==> config.mk <==
export PLATFORM = sky130hd
export DESIGN_NAME = regfile_2r1w
export DESIGN_NICKNAME = d
export VERILOG_FILES = /design/src/rtl/rf_pkg.sv /design/src/rtl/rf_write_decode.sv /design/src/rtl/rf_storage.sv /design/src/rtl/rf_read_port.sv /design/src/rtl/regfile_2r1w.sv
export SDC_FILE = /design/constraint.sdc
export NUM_CORES = 2
export LEC_CHECK = 0
export BUFFER_PORTS_ARGS = -buffer_cell sky130_fd_sc_hd__clkbuf_2
export CORE_AREA = 2 2 288 318
export DETAILED_ROUTE_END_ITERATION = 7
export DIE_AREA = 0 0 290 320
export PLACE_DENSITY = 0.78
export SLEW_MARGIN = 20
export SYNTH_ARGS = -nofsm -noshare
export SYNTH_HDL_FRONTEND = slang
export SYNTH_HIERARCHICAL = 1
export SYNTH_SLANG_ARGS = --single-unit
==> constraint.sdc <==
create_clock -name clk -period 2.4 [get_ports clk]
set_input_delay 0.24 -clock clk [delete_from_list [all_inputs] [get_ports clk]]
set_output_delay 0.24 -clock clk [all_outputs]
set_load 0.01 [all_outputs]
==> src/rtl/rf_pkg.sv <==
package rf_pkg;

    localparam int RF_DEF_DATA_W   = 32;
    localparam int RF_DEF_NUM_REGS = 32;

    // Where a read port takes its data from.
    typedef enum logic [1:0] {
        RD_SRC_ZERO   = 2'd0,
        RD_SRC_BYPASS = 2'd1,
        RD_SRC_ARRAY  = 2'd2
    } rd_src_e;

    // The zero register wins over the bypass; the bypass wins over storage.
    function automatic rd_src_e pick_source(input logic addr_is_zero,
                                            input logic write_hit);
        if (addr_is_zero)
            return RD_SRC_ZERO;
        else if (write_hit)
            return RD_SRC_BYPASS;
        else
            return RD_SRC_ARRAY;
    endfunction

endpackage

==> src/rtl/rf_write_decode.sv <==
module rf_write_decode #(
    parameter int NUM_REGS = 32,
    parameter int ADDR_W   = 5
) (
    input  logic              wr_en,
    input  logic [ADDR_W-1:0] wr_addr,
    output logic [NUM_REGS-1:0] wr_sel
);

    // One strobe per register; entry 0 never receives one.
    for (genvar i = 0; i < NUM_REGS; i++) begin : g_sel
        if (i == 0) begin : g_zero
            assign wr_sel[i] = 1'b0;
        end else begin : g_live
            assign wr_sel[i] = wr_en && (wr_addr == ADDR_W'(i));
        end
    end

endmodule

==> src/rtl/rf_storage.sv <==
module rf_storage #(
    parameter int DATA_W   = 32,
    parameter int NUM_REGS = 32
) (
    input  logic                             clk,
    input  logic                             rst,
    input  logic [NUM_REGS-1:0]              wr_sel,
    input  logic [DATA_W-1:0]                wr_data,
    output logic [NUM_REGS-1:0][DATA_W-1:0]  word_q
);

    for (genvar i = 0; i < NUM_REGS; i++) begin : g_word
        if (i == 0) begin : g_const
            // Register 0 has no flops at all.
            assign word_q[i] = '0;
        end else begin : g_flop
            logic [DATA_W-1:0] q;
            always_ff @(posedge clk) begin
                if (rst)
                    q <= '0;
                else if (wr_sel[i])
                    q <= wr_data;
            end
            assign word_q[i] = q;
        end
    end

endmodule

==> src/rtl/rf_read_port.sv <==
module rf_read_port
    import rf_pkg::*;
#(
    parameter int DATA_W   = 32,
    parameter int NUM_REGS = 32,
    parameter int ADDR_W   = 5
) (
    input  logic                             wr_en,
    input  logic [ADDR_W-1:0]                wr_addr,
    input  logic [DATA_W-1:0]                wr_data,
    input  logic [NUM_REGS-1:0][DATA_W-1:0]  word_q,
    input  logic [ADDR_W-1:0]                rd_addr,
    output logic [DATA_W-1:0]                rd_data
);

    logic              addr_zero;
    logic              write_hit;
    rd_src_e           src;
    logic [DATA_W-1:0] array_word;

    assign addr_zero = (rd_addr == '0);
    assign write_hit = wr_en && (wr_addr == rd_addr);
    assign src       = pick_source(addr_zero, write_hit);

    always_comb begin
        array_word = '0;
        if (int'(rd_addr) < NUM_REGS)
            array_word = word_q[rd_addr];
    end

    always_comb begin
        unique case (src)
            RD_SRC_ZERO:   rd_data = '0;
            RD_SRC_BYPASS: rd_data = wr_data;
            RD_SRC_ARRAY:  rd_data = array_word;
            default:       rd_data = '0;
        endcase
    end

endmodule

==> src/rtl/regfile_2r1w.sv <==
module regfile_2r1w
    import rf_pkg::*;
#(
    parameter int DATA_W   = RF_DEF_DATA_W,
    parameter int NUM_REGS = RF_DEF_NUM_REGS,
    localparam int ADDR_W  = $clog2(NUM_REGS)
) (
    input  logic              clk,
    input  logic              rst,
    input  logic              wr_en,
    input  logic [ADDR_W-1:0] wr_addr,
    input  logic [DATA_W-1:0] wr_data,
    input  logic [ADDR_W-1:0] rd_a_addr,
    output logic [DATA_W-1:0] rd_a_data,
    input  logic [ADDR_W-1:0] rd_b_addr,
    output logic [DATA_W-1:0] rd_b_data
);

    localparam int NUM_RD = 2;

    logic [NUM_REGS-1:0]             wr_sel;
    logic [NUM_REGS-1:0][DATA_W-1:0] word_q;
    logic [NUM_RD-1:0][ADDR_W-1:0]   rd_addr_v;
    logic [NUM_RD-1:0][DATA_W-1:0]   rd_data_v;

    assign rd_addr_v[0] = rd_a_addr;
    assign rd_addr_v[1] = rd_b_addr;
    assign rd_a_data    = rd_data_v[0];
    assign rd_b_data    = rd_data_v[1];

    rf_write_decode #(
        .NUM_REGS (NUM_REGS),
        .ADDR_W   (ADDR_W)
    ) u_dec (
        .wr_en   (wr_en),
        .wr_addr (wr_addr),
        .wr_sel  (wr_sel)
    );

    rf_storage #(
        .DATA_W   (DATA_W),
        .NUM_REGS (NUM_REGS)
    ) u_store (
        .clk     (clk),
        .rst     (rst),
        .wr_sel  (wr_sel),
        .wr_data (wr_data),
        .word_q  (word_q)
    );

    for (genvar p = 0; p < NUM_RD; p++) begin : g_rd
        rf_read_port #(
            .DATA_W   (DATA_W),
            .NUM_REGS (NUM_REGS),
            .ADDR_W   (ADDR_W)
        ) u_port (
            .wr_en   (wr_en),
            .wr_addr (wr_addr),
            .wr_data (wr_data),
            .word_q  (word_q),
            .rd_addr (rd_addr_v[p]),
            .rd_data (rd_data_v[p])
        );
    end

endmodule

Yosys cells after proc, flatten, opt, wreduce, memory -nomap -nowiden --
Cells that the tools add are included. Widths: inputs -> output; s select.
Storage, ports and cells: word-level logic and storage cells 115, output and inout bits 64, bits in read-only memories 0, bits in latches 0, register bits after elaboration 992, memories 0, bits of input ports 50, bits in writable memories 0
Operators by class: add/subtract/negate cells 0, muxes and demuxes 10, eq/ne operators 37, multiply operators 0, order comparisons 2, shifts and indexed selects 0, reduce and logical (&&, ||, !) cells 35, divide/modulo/power cells 0, bitwise gates (word level) 0
Operator list (count):
- $bmux 32 s5 | 2
- $pmux 32 s2 | 2
- $eq 5x5->1 const B | 16
- $mux 32 | 2
- $eq 5x4->1 const B | 8
- $logic_and 1x1->1 | 33
- $eq 5x3->1 const B | 4
- $lt 5x6->1 const B | 2
- $eq 5x2->1 const B | 2
- $eq 5x5->1 | 2
- $logic_not 5->1 | 2
- $mux 2 | 4
- $eq 5x1->1 const B | 1
- $eq 2x1->1 const B | 2
- $eq 2x2->1 const B | 2

Logic depth before layout (Yosys ltp) --
word-level depth 6, mapped depth 9

Cells and area by module --
Netlist, hierarchy kept.
Modules (own cells, without submodules):
- rf_storage | cells an instance 3339, instances 1, area an instance 36572.6 sq um
- rf_read_port | cells an instance 1058, instances 2, area an instance 9160.0 sq um
- rf_write_decode | cells an instance 48, instances 1, area an instance 237.7 sq um

Least setup slack after synthesis --
No wires, ideal clock.
path kind input to output, start in rd_a_addr[2], end out rd_a_data[16], slack 0.466 ns, arrival 1.694 ns, cell stages on the path 9, required time 2.160 ns, cell sequence buf_2 buf_2 buf_2 buf_2 mux2i_1 nand2_1 nand3_1 nand3_1 a22o_1
On the way: word-level cells in the longest chain between the ends 6
RTL lines:
- from (decl) | RTL line regfile_2r1w.sv:13 | input logic [ADDR_W-1:0] rd_a_addr,
- $eq 5x5->1 | RTL line rf_read_port.sv:22 | assign write_hit = wr_en && (wr_addr == rd_addr);
- $logic_and 1x1->1 | RTL line rf_read_port.sv:22
- $mux 2 | RTL line rf_pkg.sv:18 | else if (write_hit)
- $mux 2 | RTL line rf_pkg.sv:16 | if (addr_is_zero)
- $eq 2x2->1 / $eq 2x1->1 (equally long branches) | RTL line rf_read_port.sv:32 | unique case (src)
- $pmux 32 s2 (*) | RTL line rf_read_port.sv:32
- to (decl) | RTL line regfile_2r1w.sv:14 | output logic [DATA_W-1:0] rd_a_data,
Every way passes the cells marked *; elsewhere a longest branch is shown, timed or not. The select of a mux whose other input is x is not followed.

Worst setup path after layout --
start reg u_store.g_word[23].g_flop.q[13], end out rd_b_data[13]
On the way: word-level cells in the longest chain between the ends 3
RTL lines:
- from (decl) | RTL line rf_storage.sv:17 | logic [DATA_W-1:0] q;
- from (signal assigned) | RTL line rf_storage.sv:22 | q <= wr_data;
- $bmux 32 s5 | RTL line rf_read_port.sv:28 | array_word = word_q[rd_addr];
- $mux 32 (implied by the code) | RTL line rf_read_port.sv:28
- $pmux 32 s2 | RTL line rf_read_port.sv:32
- to (decl) | RTL line regfile_2r1w.sv:16 | output logic [DATA_W-1:0] rd_b_data
Every way passes these cells. The select of a mux whose other input is x is not followed.

==> reports/results.txt <==
DRT antenna net count: 0
wire per inst: 26.9 µm
Register Area: 20,000 µm²
Worst Tran Pin Value: 832 ps
vias: 46,052
Pre-antenna DRT Iters: 7
min Tclk post-route: 2710 ps
CTS H-tree depth: 3
final hold violation count: 0
crit-path max FO: 3
Routed Wire Length: 184 mm
Slew HR: 44.6%
most common cell after layout, fill and taps aside: mux2i_1
CP Class: reg -> out
fin nets: 5,615
gr ovfl total: 0
Leak: 23.3 nW
final setup violation count: 64
status: finished, violations left
RSZ-0062 raised after global routing: yes
Post-Syn Instances: 5,501
Setup crit start kind: flop
Die Y: 320 µm
crit end category: output port
Placed Cells: 6,600
Inserted Clock Buffers: 104
pre-CTS setup slack: -322 ps
Iter 0 DRT Violations: 6,295
clock slew at reported path FFs: 60 ps
Core Region: 89,400 µm²
power density over cell area: 612 nW/µm²
die width: 290 µm
root buf cell: clkbuf_16
initial cell density of the core: 61.7%
Via density: 6.75
Ys Warns: 6
Worst EP arrival: 2470 ps
layout cells sized above 1: 20.4%
register with the most flip-flops: u_store/g_word.g_flop.q
skew final: 0 ps
Max Fclk: 0.370 GHz
min-delay worst type: in -> reg
hpwl dp: 114 mm
Max IR drop VDD: 0.000805 V
synthesis-to-layout area growth: 13.9%
die area: 92,800 µm²
fin util: 70.3%
clk sinks: 992
total power: 0.0385 W
I/O Buffers: 113
TritonCTS clock tree: yes
Multi-input gate area: 31,800 µm²
commonest non-fill, non-tap cells in the layout: 1,745 x mux2i_1, 992 x nor2_1, 898 x dfxtp_1
worst setup margin: -306 ps
Final GP Congestion: 0.932
cell area after synthesis: 55,100 µm²
crit share post-route: 113%
pin count of the biggest net entering global routing: 107
Pins Over Slew Limit: 0
DRC: 0
synthesized area per cell: 10.0 µm²
TNS Setup: -11,600 ps
# rows: 115
Final Instance Count excl. Fillers: 6,824
Critical Path RT: 2160 ps
initial antenna violation count: 4
Clk Latency, worst-skew pair: 690 ps
failing checks: setup timing
# fillers: 6,003
Clock Path Buffers: 3
I/O pin count: 114
Top Registers: u_store/g_word.g_flop.q: 992 flops
vias in the first global route: 45,208
gr usage total: 37.9%
global-route wire length before repair: 273 mm
max cap viols: 0
Largest register FFs: 992
## critical path, cell delays in order (launching register included)
cell,delay (ps)
dfxtp_2,330
mux4_2,480
mux2_2,290
nand2_2,70
nand3_2,100
buf_6,170
a22o_1,200
clkbuf_2,140
## through the flow
step / cell area (µm²) / hold slack [ps]
2_1_floorplan: 55200 / 387
3_3_place_gp: 58100 / 481
3_5_place_dp: 58100 / 499
4_1_cts: 62500 / 37.7
5_1_grt: 62800 / 86.7
6_report: 62800 / 68.2
## layout make-up
class | count | area share [%]
clock inverters | 40 | 0.825
well taps | 1170 | 2.33
clock buffers | 152 | 4.96
flip-flops and latches | 992 | 31.8
repair buffers | 546 | 9.42
diodes | 3 | 0.0120
multi-input cells | 3921 | 50.6
## routing by layer
layer  vias up  part of all wire, %  global-route usage, %
met5         -                0.016                      0
met4         4                  7.7                   28.5
met3       849                   11                   8.32
met2      3077                   44                   58.0
met1     22368                   38                   46.8
li1      19754                    -                      -
## final timing paths
path / end / from / slack (ps) / cells after the start
max reg2reg: u_store/g_word[23].g_flop.q[29] / u_store/g_word[23].g_flop.q[29] / 1500 / 4
min: u_store/g_word[11].g_flop.q[0] / wr_data[0] / 70 / 3
max: rd_b_data[13] / u_store/g_word[23].g_flop.q[13] / -310 / 7
min reg2reg: u_store/g_word[23].g_flop.q[14] / u_store/g_word[23].g_flop.q[14] / 490 / 2
## power breakdown
part	switching [W]	leakage, nW	internal [W]
combinational	0.00283	13.5	0.00177
sequential	0.0000994	8.04	0.0166
clock	0.00708	1.79	0.0101
total	0.0100	23.3	0.0285
## what timing repair did
action                     CTS  global route
hold endpoints to repair    69             0
gates cloned                 0             0
pin swaps                   80            27
resized for setup          198            72
setup buffers               13            12
setup endpoints to repair   64            64
hold buffers                 9             0
(Power assumes the default switching activity.)
